--- config.mk ---
export PLATFORM = sky130hd
export DESIGN_NAME = xbar_port_arbiter
export DESIGN_NICKNAME = d
export VERILOG_FILES = /design/src/rtl/xbar_arb_pkg.sv /design/src/rtl/xbar_arb_fixed_pick.sv /design/src/rtl/xbar_arb_prio_pick.sv /design/src/rtl/xbar_arb_rr_pick.sv /design/src/rtl/xbar_port_arbiter.sv
export SDC_FILE = /design/constraint.sdc
export NUM_CORES = 1
export LEC_CHECK = 0
export CAP_MARGIN = 5
export CORE_UTILIZATION = 50
export DETAILED_ROUTE_END_ITERATION = 7
export PLACE_DENSITY = 0.88
export SYNTH_ARGS = -nofsm -noshare
export SYNTH_HDL_FRONTEND = slang
export SYNTH_HIERARCHICAL = 1
export SYNTH_SLANG_ARGS = --single-unit
--- constraint.sdc ---
create_clock -name clk -period 9.2 [get_ports clk]
set_clock_uncertainty 0.2 [all_clocks]
set_input_delay 1.84 -clock clk [delete_from_list [all_inputs] [get_ports clk]]
set_output_delay 1.84 -clock clk [all_outputs]
set_load 0.1 [all_outputs]
--- src/rtl/xbar_arb_pkg.sv ---
package xbar_arb_pkg;

    typedef enum logic [1:0] {
        POL_FIXED     = 2'b00,
        POL_PROG      = 2'b01,
        POL_RR        = 2'b10,
        POL_FIXED_ALT = 2'b11
    } policy_e;

    typedef enum logic [1:0] {
        ST_IDLE = 2'b00,
        ST_PARK = 2'b01,
        ST_LOCK = 2'b10
    } arb_state_e;

endpackage

--- src/rtl/xbar_arb_fixed_pick.sv ---
module xbar_arb_fixed_pick #(
    parameter int NREQ  = 6,
    parameter int IDX_W = 3
) (
    input  logic [NREQ-1:0]  req,
    output logic [IDX_W-1:0] win
);
    always_comb begin
        logic found;
        found = 1'b0;
        win   = '0;
        for (int i = 0; i < NREQ; i++) begin
            if (req[i] && !found) begin
                found = 1'b1;
                win   = IDX_W'(i);
            end
        end
    end
endmodule

--- src/rtl/xbar_arb_prio_pick.sv ---
module xbar_arb_prio_pick #(
    parameter int NREQ   = 6,
    parameter int IDX_W  = 3,
    parameter int PRIO_W = 3
) (
    input  logic [NREQ-1:0]        req,
    input  logic [NREQ*PRIO_W-1:0] prio,
    output logic [IDX_W-1:0]       win
);
    always_comb begin
        logic              found;
        logic [PRIO_W-1:0] best;
        found = 1'b0;
        best  = '0;
        win   = '0;
        // strict compare keeps the lower index on equal ranks
        for (int i = 0; i < NREQ; i++) begin
            if (req[i] && (!found || (prio[i*PRIO_W +: PRIO_W] > best))) begin
                found = 1'b1;
                best  = prio[i*PRIO_W +: PRIO_W];
                win   = IDX_W'(i);
            end
        end
    end
endmodule

--- src/rtl/xbar_arb_rr_pick.sv ---
module xbar_arb_rr_pick #(
    parameter int NREQ  = 6,
    parameter int IDX_W = 3
) (
    input  logic [NREQ-1:0]  req,
    input  logic [IDX_W-1:0] last,
    output logic [IDX_W-1:0] win
);
    always_comb begin
        logic found;
        int   cand;
        found = 1'b0;
        win   = '0;
        cand  = 0;
        for (int k = 1; k <= NREQ; k++) begin
            cand = int'(last) + k;
            if (cand >= NREQ) cand = cand - NREQ;
            if (!found && req[cand[IDX_W-1:0]]) begin
                found = 1'b1;
                win   = cand[IDX_W-1:0];
            end
        end
    end
endmodule

--- src/rtl/xbar_port_arbiter.sv ---
module xbar_port_arbiter
    import xbar_arb_pkg::*;
#(
    parameter int NREQ   = 6,
    parameter int PRIO_W = 3,
    localparam int IDX_W = $clog2(NREQ)
) (
    input  logic                   clk,
    input  logic                   rst_n,
    input  logic [NREQ-1:0]        req,
    input  logic                   xfer_done,
    input  logic [1:0]             cfg_mode,
    input  logic [NREQ*PRIO_W-1:0] cfg_prio,
    input  logic                   park_en,
    input  logic [IDX_W-1:0]       park_sel,
    output logic [NREQ-1:0]        gnt,
    output logic [IDX_W-1:0]       gnt_idx
);
    arb_state_e       state_q, state_d;
    logic [IDX_W-1:0] owner_q, owner_d;
    logic [IDX_W-1:0] last_q,  last_d;
    logic [IDX_W-1:0] win_fixed, win_prio, win_rr, pick;
    logic             lock_active, arb_point, park_ok;

    xbar_arb_fixed_pick #(.NREQ(NREQ), .IDX_W(IDX_W)) u_fixed (
        .req (req),
        .win (win_fixed)
    );

    xbar_arb_prio_pick #(.NREQ(NREQ), .IDX_W(IDX_W), .PRIO_W(PRIO_W)) u_prio (
        .req  (req),
        .prio (cfg_prio),
        .win  (win_prio)
    );

    xbar_arb_rr_pick #(.NREQ(NREQ), .IDX_W(IDX_W)) u_rr (
        .req  (req),
        .last (last_q),
        .win  (win_rr)
    );

    assign lock_active = (state_q == ST_LOCK);
    assign arb_point   = !lock_active || xfer_done;
    assign park_ok     = park_en && (int'(park_sel) < NREQ);

    always_comb begin
        unique case (policy_e'(cfg_mode))
            POL_PROG: pick = win_prio;
            POL_RR:   pick = win_rr;
            default:  pick = win_fixed;
        endcase
    end

    // next-state decision
    always_comb begin
        state_d = state_q;
        owner_d = owner_q;
        last_d  = last_q;
        unique case (state_q)
            ST_IDLE, ST_PARK, ST_LOCK: begin
                if (arb_point) begin
                    if (|req) begin
                        state_d = ST_LOCK;
                        owner_d = pick;
                        last_d  = pick;
                    end else if (park_ok) begin
                        state_d = ST_PARK;
                        owner_d = park_sel;
                    end else begin
                        state_d = ST_IDLE;
                        owner_d = '0;
                    end
                end
            end
            default: begin
                state_d = ST_IDLE;
                owner_d = '0;
            end
        endcase
    end

    // state register
    always_ff @(posedge clk) begin
        if (!rst_n) begin
            state_q <= ST_IDLE;
            owner_q <= '0;
            last_q  <= IDX_W'(NREQ - 1);
        end else begin
            state_q <= state_d;
            owner_q <= owner_d;
            last_q  <= last_d;
        end
    end

    // outputs from registered state only
    always_comb begin
        gnt     = '0;
        gnt_idx = '0;
        if (state_q != ST_IDLE) begin
            gnt[owner_q] = 1'b1;
            gnt_idx      = owner_q;
        end
    end
endmodule

==> metrics.cfg <==
[outcome]
outcome=complete, no violations

[worst_hold_path]
hp-start=owner_q[1]
hold_path_depth=2
whs_endpoint=owner_q[1]
hp-class=reg2reg

[logic_synthesis]
netlist_area_um2=2210
synthXorXnorAreaFrac_pct=2.78
synth_top_family_by_area=compound AO/OA/AOI/OAI gates
synth.top_cell.area_share_pct=15.9
synthTopCellsByArea=ha_1, dfxtp_1, mux2i_1, inv_1, a21oi_1
synthCells=292
postSynthAreaPerCell_um2=7.56
syn_nets=353
ys_ff_latch=8
synth_ff_type=dfxtp_1
ys_seq_area_share_pct=7.25
async_flop_share_pct=0
ys_types=66
synth_warnings=6
synthAdderAreaFrac_pct=15.9
synth-simple-area-share_pct=27.7
synth_compound_area_share_pct=30.9
synthMuxAreaShare_pct=8.44
synth_top_cell_by_area=ha_1
synth_edf_count=0

[drt]
wirelength_um=5800
post_drt_wl_per_cell_um=15.1
drt_pre_antenna_iters=4
initialDrtViolationCount=159
viasPerCell=6.10
drc_errors=0
drtAntennaViolNets=0
vias=2344

[floorplanning]
initial_core_util_pct=53.7
die_w_um=68.5
dieArea_um2=4690
ios=42
core_um2=4120
num_rows=23
die_y_um=68.5

[worst_setup_path]
path_max_fanout=6
crit_path_start_kind=primary input
worst_r2r_path_depth=13
r2r-start=last_q[0]
critical_path_class=in2reg
r2r_end=owner_q[0]
endpoint_kind=flop
rrSetupSlack_ns=4.70
critical_path.most_common_cell=ha_1
cp_data_required_time_ns=9.12
cpPeakStageDelay_ns=0.45
cp.arrival_ns=8.74
crit_slowest_cell=clkdlybuf4s50_1

[timing]
fmax_mhz=113
hold_viol=0
fin_crit_ns=8.82
slew_headroom_pct=34.4
worst_pin_slew_ns=0.980
finalCritPeriodShare_pct=95.8
maxSlewViolCount=0
setup_viol=0
setup_tns_ns=0

[power]
power_leakage_nw=1.20
powerDensity_nw_per_um2=141
ir_drop_mv=0.0979

[cells_and_area]
final_common_cell=clkdlybuf4s50_1
diodes=0
area_growth_pct=23.9
layout-drive-gt1-share_pct=13.5
final_cell_mix=clkdlybuf4s50_1, ha_1, inv_1, nand2_1, nor2_1
design_area_um2=2740
fin_nets=397

[clock_tree]
insertion_delay_ns=0.23
cts_tree=done
clk_pin_slew_ns=0.04
cts_buffers=3
ctsRootBufferMaster=clkbuf_8
cts_sinks=8
clock_path_buffers=2
htreeDepth=1

[global_routing]
grt_pass1_vias=2071
overflow=0
track_usage_pct=24.9
grt_pass1_wl_um=9040
antenna_found_initial=0
grt_max_degree=22

[place]
hpwl_um=4610
place.gp.congestion=0.982
place_area_um2=2650
portBuffers=41

[run]
max-cap-violations=0

critical path, delay by kind of cell:
kind,cells,cell delay [ns]
simple gates,8,1.30
buf+inv,2,0.49
compound gates,20,3.65
fa+ha+maj,5,1.45
worst max path at each step:
stage,from,end,slack (ns),cells after the start
2_1_floorplan,req[0],owner_q[0],0.79,35
3_3_place_gp,req[0],owner_q[0],0.04,35
3_5_place_dp,req[0],owner_q[0],-0.21,35
4_1_cts,req[0],owner_q[0],0.01,35
5_1_grt,cfg_prio[2],owner_q[0],-0.03,35
6_report,cfg_prio[2],owner_q[0],0.38,35
sequential cells by signal (all words and copies together) (netlist names):
signal and count:
last_q 3, owner_q 3, state_q 2
what timing repair did:
item,4_1_cts,5_1_grt
hold buffers,0,0
buffers inserted,0,3
setup endpoints to repair,0,6
resized for setup,0,11
cells by family (layout without fill, tap and decap cells):
kind of cell             Yosys count  after routing
AO/OA/AOI/OAI                     92             92
XOR/XNOR                           7              7
adder cells (fa/ha/maj)           28             28
buffers and inverters             32             74
flip-flops                         8              8
multiplexers                      18             18
AND/OR/NAND/NOR                  107            107
Yosys cell counts, types with 4 or more instances:
master / count
a21oi_1: 15
nor2_1: 16
nor3_1: 12
a22oi_1: 8
mux2i_1: 15
dfxtp_1: 8
xnor2_1: 5
nor2b_1: 8
clkbuf_1: 4
inv_1: 21
and3_1: 6
and2_1: 9
a31oi_1: 4
a21o_1: 6
buf_6: 4
nand2_1: 20
a211oi_2: 4
o21ai_0: 13
nand3_1: 5
ha_1: 28
nand2b_1: 5
per-stage QoR:
| stage | util, % | power (mW) | hold slack (ns) | worst slack, ns | instances |
|---|---|---|---|---|---|
| after floorplan | - | 0.268 | 0.314 | 0.788 | 292 |
| after global placement | 64.4 | 0.319 | 0.388 | 0.0387 | 378 |
| after detailed placement | 64.4 | 0.328 | 0.414 | -0.208 | 378 |
| after CTS | 65.4 | 0.372 | 0.420 | 0.0148 | 381 |
| after global routing | 66.5 | 0.413 | 0.441 | -0.0261 | 384 |
| final | 66.5 | 0.384 | 0.411 | 0.383 | 384 |
layout make-up:
cell class,count,area [um2]
repair buffers,50,480
inverters,21,78.8
multi-input cells,252,1910
flip-flops and latches,8,160
clock buffers,3,41.3
fillers,347,1380
well taps,50,62.6
routing by layer:
metal	share of wire [%]	track usage, %	wire length, um	up-vias
met5	0	0	0	-
met3	4.3	4.17	251	4
met2	50	44.6	2890	59
met4	0.43	3.39	25	0
li1	-	-	-	1186
met1	45	31.4	2630	1095
report_power, final:
part	switching (mW)	total (mW)	internal (mW)
combinational	0.162	0.294	0.132
sequential	0.0101	0.0481	0.0381
clock	0.0140	0.0424	0.0284
total	0.186	0.384	0.199
No activity file was read; power rests on OpenSTA's default activity.
